<file path="src/rtl/prv_pkg.sv">
package prv_pkg;

    localparam int DATA_W  = 32;
    localparam int OFS_W   = 12;
    localparam int WIN_W   = 8;
    localparam int NIB_W   = OFS_W - WIN_W;
    localparam int TREG_W  = 4;
    localparam int SUB_BIT = 5;
    localparam int MAX_CPU = 4;
    localparam int CPU_W   = $clog2(MAX_CPU);
    localparam int TIDX_W  = CPU_W + 1;

    // window numbering (offset[11:8]); order defines the map
    localparam int NIB_SCU       = 0;
    localparam int NIB_GIC_SELF  = NIB_SCU + 1;
    localparam int NIB_GIC_BANK  = NIB_GIC_SELF + 1;
    localparam int NIB_TMR_SELF  = NIB_GIC_BANK + MAX_CPU;
    localparam int NIB_TMR_BANK  = NIB_TMR_SELF + 1;
    localparam int NIB_END       = NIB_TMR_BANK + MAX_CPU;

    // cluster-control register offsets
    localparam logic [WIN_W-1:0] CC_CTRL  = 8'h00;
    localparam logic [WIN_W-1:0] CC_CFG   = 8'h04;
    localparam logic [WIN_W-1:0] CC_STAT  = 8'h08;
    localparam logic [WIN_W-1:0] CC_INVAL = 8'h0C;

    typedef enum logic [2:0] {
        TGT_CC,
        TGT_GIC,
        TGT_TMR,
        TGT_ABSENT,
        TGT_ERR
    } tgt_e;

    typedef struct packed {
        tgt_e             tgt;
        logic [CPU_W-1:0] cpu;
        logic             sub;
        logic [WIN_W-1:0] loff;
    } route_t;

    function automatic logic [DATA_W-1:0] cfg_word(input int n);
        logic [DATA_W-1:0] mask;
        mask = (DATA_W'(1) << n) - DATA_W'(1);
        return (mask << 4) | DATA_W'(n - 1);
    endfunction

endpackage

</file>
<file path="src/rtl/prv_route.sv">
module prv_route
    import prv_pkg::*;
#(
    parameter int NUM_CPU = 4
) (
    input  logic [OFS_W-1:0] ofs,
    input  logic [CPU_W-1:0] req_cpu,
    output route_t           rt
);

    logic [NIB_W-1:0] nib;
    logic [NIB_W-1:0] bank;
    logic [NIB_W-1:0] tbank;

    assign nib   = ofs[OFS_W-1:WIN_W];
    assign bank  = nib - NIB_W'(NIB_GIC_BANK);
    assign tbank = nib - NIB_W'(NIB_TMR_BANK);

    always_comb begin
        rt.tgt  = TGT_ERR;
        rt.cpu  = '0;
        rt.sub  = ofs[SUB_BIT];
        rt.loff = ofs[WIN_W-1:0];
        if (nib == NIB_W'(NIB_SCU)) begin
            rt.tgt = TGT_CC;
        end else if (nib == NIB_W'(NIB_GIC_SELF)) begin
            rt.tgt = TGT_GIC;
            rt.cpu = req_cpu;
        end else if (nib < NIB_W'(NIB_TMR_SELF)) begin
            rt.cpu = bank[CPU_W-1:0];
            rt.tgt = (bank < NIB_W'(NUM_CPU)) ? TGT_GIC : TGT_ABSENT;
        end else if (nib == NIB_W'(NIB_TMR_SELF)) begin
            rt.tgt = TGT_TMR;
            rt.cpu = req_cpu;
        end else if (nib < NIB_W'(NIB_END)) begin
            rt.cpu = tbank[CPU_W-1:0];
            rt.tgt = (tbank < NIB_W'(NUM_CPU)) ? TGT_TMR : TGT_ABSENT;
        end
    end

endmodule

</file>
<file path="src/rtl/prv_cc_regs.sv">
module prv_cc_regs
    import prv_pkg::*;
#(
    parameter int NUM_CPU = 4
) (
    input  logic              clk,
    input  logic              rst,
    input  logic              hit,
    input  logic              wr,
    input  logic [WIN_W-1:0]  ofs,
    input  logic [DATA_W-1:0] wdata,
    output logic [DATA_W-1:0] rdata,
    output logic              err
);

    localparam logic [DATA_W-1:0] CFG_VAL = cfg_word(NUM_CPU);

    logic ctrl_q;
    logic ctrl_we;
    logic [DATA_W-2:0] unused_wdata_hi;

    assign unused_wdata_hi = wdata[DATA_W-1:1];
    assign ctrl_we = hit && wr && (ofs == CC_CTRL);

    always_ff @(posedge clk) begin
        if (rst)          ctrl_q <= 1'b0;
        else if (ctrl_we) ctrl_q <= wdata[0];
    end

    always_comb begin
        rdata = '0;
        err   = 1'b0;
        if (hit) begin
            case (ofs)
                CC_CTRL:  rdata = {{(DATA_W-1){1'b0}}, ctrl_q};
                CC_CFG:   begin rdata = CFG_VAL; err = wr; end
                CC_STAT:  err = wr;
                CC_INVAL: rdata = '0;
                default:  err = 1'b1;
            endcase
        end
    end

    // the control bit moves only on a write to its own offset
    p_ctrl_hold_r2: assert property (@(posedge clk) disable iff (rst)
        !ctrl_we |=> $stable(ctrl_q));

endmodule

</file>
<file path="src/rtl/prv_window_decode.sv">
module prv_window_decode
    import prv_pkg::*;
#(
    parameter int NUM_CPU = 4,
    parameter int ADDR_W  = 32
) (
    input  logic              clk,
    input  logic              rst,
    input  logic [ADDR_W-1:0] bus_addr,
    input  logic              bus_rd,
    input  logic              bus_wr,
    input  logic [DATA_W-1:0] bus_wdata,
    input  logic [CPU_W-1:0]  req_cpu,
    input  logic [DATA_W-1:0] gic_rdata,
    input  logic [DATA_W-1:0] tmr_rdata,
    output logic              gic_sel,
    output logic [CPU_W-1:0]  gic_cpu,
    output logic [WIN_W-1:0]  gic_ofs,
    output logic              tmr_sel,
    output logic [TIDX_W-1:0] tmr_idx,
    output logic [TREG_W-1:0] tmr_ofs,
    output logic              rsp_valid,
    output logic              rsp_err,
    output logic [DATA_W-1:0] rsp_rdata
);

    logic              acc;
    route_t            rt;
    logic [DATA_W-1:0] cc_rdata;
    logic              cc_err;
    logic              cc_hit;
    logic [DATA_W-1:0] rdata_d;
    logic              err_d;
    logic [ADDR_W-OFS_W-1:0] unused_addr_hi;

    assign unused_addr_hi = bus_addr[ADDR_W-1:OFS_W];
    assign acc = bus_rd || bus_wr;

    prv_route #(.NUM_CPU(NUM_CPU)) route_i (
        .ofs     (bus_addr[OFS_W-1:0]),
        .req_cpu (req_cpu),
        .rt      (rt)
    );

    assign cc_hit = acc && (rt.tgt == TGT_CC);

    prv_cc_regs #(.NUM_CPU(NUM_CPU)) cc_i (
        .clk   (clk),
        .rst   (rst),
        .hit   (cc_hit),
        .wr    (bus_wr),
        .ofs   (rt.loff),
        .wdata (bus_wdata),
        .rdata (cc_rdata),
        .err   (cc_err)
    );

    assign gic_sel = acc && (rt.tgt == TGT_GIC);
    assign gic_cpu = rt.cpu;
    assign gic_ofs = rt.loff;
    assign tmr_sel = acc && (rt.tgt == TGT_TMR);
    assign tmr_idx = {rt.cpu, rt.sub};
    assign tmr_ofs = rt.loff[TREG_W-1:0];

    always_comb begin
        rdata_d = '0;
        err_d   = 1'b0;
        case (rt.tgt)
            TGT_CC:  begin err_d = cc_err; rdata_d = cc_err ? '0 : cc_rdata; end
            TGT_GIC: rdata_d = gic_rdata;
            TGT_TMR: rdata_d = tmr_rdata;
            TGT_ERR: err_d = 1'b1;
            default: rdata_d = '0;
        endcase
        if (!bus_rd) rdata_d = '0;
        if (!acc)    err_d   = 1'b0;
    end

    always_ff @(posedge clk) begin
        if (rst) begin
            rsp_valid <= 1'b0;
            rsp_err   <= 1'b0;
            rsp_rdata <= '0;
        end else begin
            rsp_valid <= acc;
            rsp_err   <= err_d;
            rsp_rdata <= rdata_d;
        end
    end

    // each access is answered exactly one cycle later
    p_rsp_follows_r10: assert property (@(posedge clk) disable iff (rst)
        acc |=> rsp_valid);
    p_rsp_quiet_r10: assert property (@(posedge clk) disable iff (rst)
        !acc |=> !rsp_valid && !rsp_err);
    // selects only during an access, never two at once
    p_sel_excl_r11: assert property (@(posedge clk) disable iff (rst)
        !(gic_sel && tmr_sel) && ((gic_sel || tmr_sel) -> acc));
    // a select never names a processor the cluster lacks
    p_gic_present_r9: assert property (@(posedge clk) disable iff (rst)
        gic_sel |-> (int'(gic_cpu) < NUM_CPU));
    p_tmr_present_r9: assert property (@(posedge clk) disable iff (rst)
        tmr_sel |-> (int'(tmr_idx[TIDX_W-1:1]) < NUM_CPU));
    // an error response never follows a forwarded access
    p_err_unrouted_r4: assert property (@(posedge clk) disable iff (rst)
        (gic_sel || tmr_sel) |=> !rsp_err);

endmodule

</file>
<file path="config.mk">
export PLATFORM = sky130hd
export DESIGN_NAME = prv_window_decode
export DESIGN_NICKNAME = d
export VERILOG_FILES = /design/src/rtl/prv_pkg.sv /design/src/rtl/prv_route.sv /design/src/rtl/prv_cc_regs.sv /design/src/rtl/prv_window_decode.sv
export SDC_FILE = /design/constraint.sdc
export NUM_CORES = 1
export LEC_CHECK = 0
export CORE_MARGIN = 2
export CORE_UTILIZATION = 31
export CTS_CLUSTER_SIZE = 8
export DETAILED_ROUTE_END_ITERATION = 16
export PLACE_DENSITY = 0.95
export SLEW_MARGIN = 10
export SYNTH_ARGS = -nofsm -noshare
export SYNTH_HDL_FRONTEND = slang
export SYNTH_SLANG_ARGS = --single-unit
</file>
<file path="constraint.sdc">
create_clock -name clk -period 7.7 [get_ports clk]
set_clock_uncertainty 0.15 [all_clocks]
set_input_delay 1.925 -clock clk [delete_from_list [all_inputs] [get_ports clk]]
set_output_delay 1.925 -clock clk [all_outputs]
set_load 0.01 [all_outputs]
</file>
==> metrics.cfg <==
[finish]
areaGrowthSynthToFinish_pct=77.0
drive_above_1_share_pct=5.75
fillers=487
nets=486
antenna_cells=0

[synthesis]
synthCells=231
synth_top_cell_by_area=dfxtp_1
yosys-top-cells-count=o21ai_0 (38), nand2_1 (37), dfxtp_1 (35)
avgSynthCellArea_sq_um=7.91
ys_ff_latch=35
synth_cell_types=38
ys_seq_area_share_pct=38.3
synth-edff-count=0
synth_top_area_share_pct=38.3
synth_warnings=0
ys_top_cells_by_area=dfxtp_1 (38%), o21ai_0 (10%), nand2_1 (7.6%), a21oi_1 (7.4%), buf_4 (6.2%)
synthArstFlopShare_pct=0
syn-cell-area_sq_um=1830
ys.flop_type=dfxtp_1
synth.most_common_cell=o21ai_0
syn_nets=370

[clock_tree]
path_clk_slew_ps=80
clock_sinks=35
cts_tree=done
cts_buffer_depth=2
htreeDepth=2
numCtsBuffers=5
root_buffer=clkbuf_8
post_cts_resized=0
cts-hold-fix-buffers=0
clock_latency_ps=280
post_cts_buffers=0

[timing]
finalSetupViolations=0
final.setup.tns_ps=0
hold_viol_final=0
slew_violations=0
slew_headroom_pct=63.7
worst_pin_slew_ps=537
fmax_mhz=150
min_period_over_period_pct=86.5
whs_ps=391
timing.final.crit_period_ps=6660
rsz0062_at_grt=no

[critical_path]
critPathArrivalTime_ps=4590
crit_required_ps=5620
start_kind=primary input
cp-end-kind=output pin
path_class=primary input to output pin
path_max_fanout=13

[die]
io_pins=187
initial_utilization_pct=32.6
die_h_microns=80.8
die_w_microns=80.8
core_area_sq_um=5610
dieArea_sq_um=6530
num_rows=27

[grt]
grt_antenna_before_repair=0
grtUsageTotal_pct=17.9
grt_pass1_wl_microns=9200
grt_max_degree=34
gr-total-overflow=0
grt_pass1_vias=1959

[route]
num_vias=2057
vias_per_cell=4.90
drc_errors=0
routedWlPerCell_microns=14.8
first_iter_violations=42
drt_pass1_iterations=4
drtAntennaViolNets=0
finalWirelength_microns=6230

[run_status]
outcome=finished, final reports clean

[pwr]
total_leakage_power_nw=1.14
power_density_nw_per_um2=142
vdd_ir_drop_max_uv=77.6

[min_path]
hp-class=flop to flop

[placement]
hpwlAfterDp_microns=4640
place.gp.congestion=0.807
portBuffers=135

[run]
maxCapViolCount=0

-- per-layer routing --
layer | GRT usage (%) | wire length (microns)
met5 | 0 | 0
met1 | 18.6 | 2380
met4 | 4.92 | 80
met3 | 5.44 | 626
met2 | 34.6 | 3140
-- per-stage QoR --
step / instance area [sq um] / std cells / setup slack [ps] / total power, mW / util, %
after CTS: 3240 / 420 / 1050 / 0.464 / 57.7
after floorplan: 1830 / 231 / 2140 / 0.234 / -
final: 3240 / 420 / 1040 / 0.458 / 57.7
after detailed placement: 3120 / 412 / 1060 / 0.297 / 55.7
after global routing: 3240 / 420 / 932 / 0.479 / 57.7
after global placement: 3120 / 412 / 1070 / 0.295 / 55.7
-- path summary, 6_finish.rpt --
kind	cells past startpoint	to	start	slack (ps)
max	7	gic_sel	bus_addr[10]	1040
min	2	cc_i.ctrl_q	cc_i.ctrl_q	390
max reg2reg	4	rsp_rdata[0]	cc_i.ctrl_q	6600
min reg2reg	2	cc_i.ctrl_q	cc_i.ctrl_q	390
-- cell usage in the layout, fill, tap and decap left out, drive strengths merged, types with 4 or more instances in the layout --
cell / n
dfxtp: 35
o21ai: 38
a31oi: 8
ha: 5
nor2: 10
a21oi: 27
inv: 7
clkdlybuf4s50: 135
buf: 4
nor2b: 5
clkbuf: 5
nand2: 37
-- sequential cells by signal, summed over array words and instances, names as in the netlist --
register	flops
cc_i.ctrl_q	1
rsp_err	1
rsp_rdata	32
rsp_valid	1
-- cell type report --
| cell class | instances | area [sq um] | share of cell area [%] |
|---|---|---|---|
| well taps | 72 | 90.1 | 2.78 |
| clock buffers | 5 | 68.8 | 2.13 |
| repair buffers | 139 | 1380 | 42.7 |
| clock inverters | 3 | 43.8 | 1.35 |
| inverters | 7 | 26.3 | 0.812 |
| multi-input cells | 159 | 925 | 28.6 |
| flip-flops and latches | 35 | 701 | 21.7 |
-- worst max-delay path, stage by stage --
cell             delay (ps)
clkdlybuf4s50_1         750
inv_2                   140
ha_1                    320
or4b_4                  480
a221oi_4                240
nor2b_1                 160
clkdlybuf4s50_1         560
-- cells by family (layout without fill, tap and decap cells) --
| kind of cell | Yosys count | after routing | share of synthesized area, % |
|---|---|---|---|
| flip-flops | 35 | 35 | 38.3 |
| multiplexers | 2 | 2 | 1.16 |
| XOR/XNOR | 1 | 1 | 0.479 |
| adder cells (fa/ha/maj) | 5 | 5 | 3.42 |
| buffers and inverters | 37 | 154 | 12.1 |
| AO/OA/AOI/OAI | 82 | 82 | 26.5 |
| AND/OR/NAND/NOR | 69 | 69 | 18.0 |
-- power breakdown --
group	internal, mW	leakage [nW]	switching (mW)
combinational	0.0654	0.797	0.0435
sequential	0.184	0.283	0.000785
clock	0.0964	0.0581	0.0679
total	0.346	1.14	0.112
No activity file was read; power rests on OpenSTA's default activity.
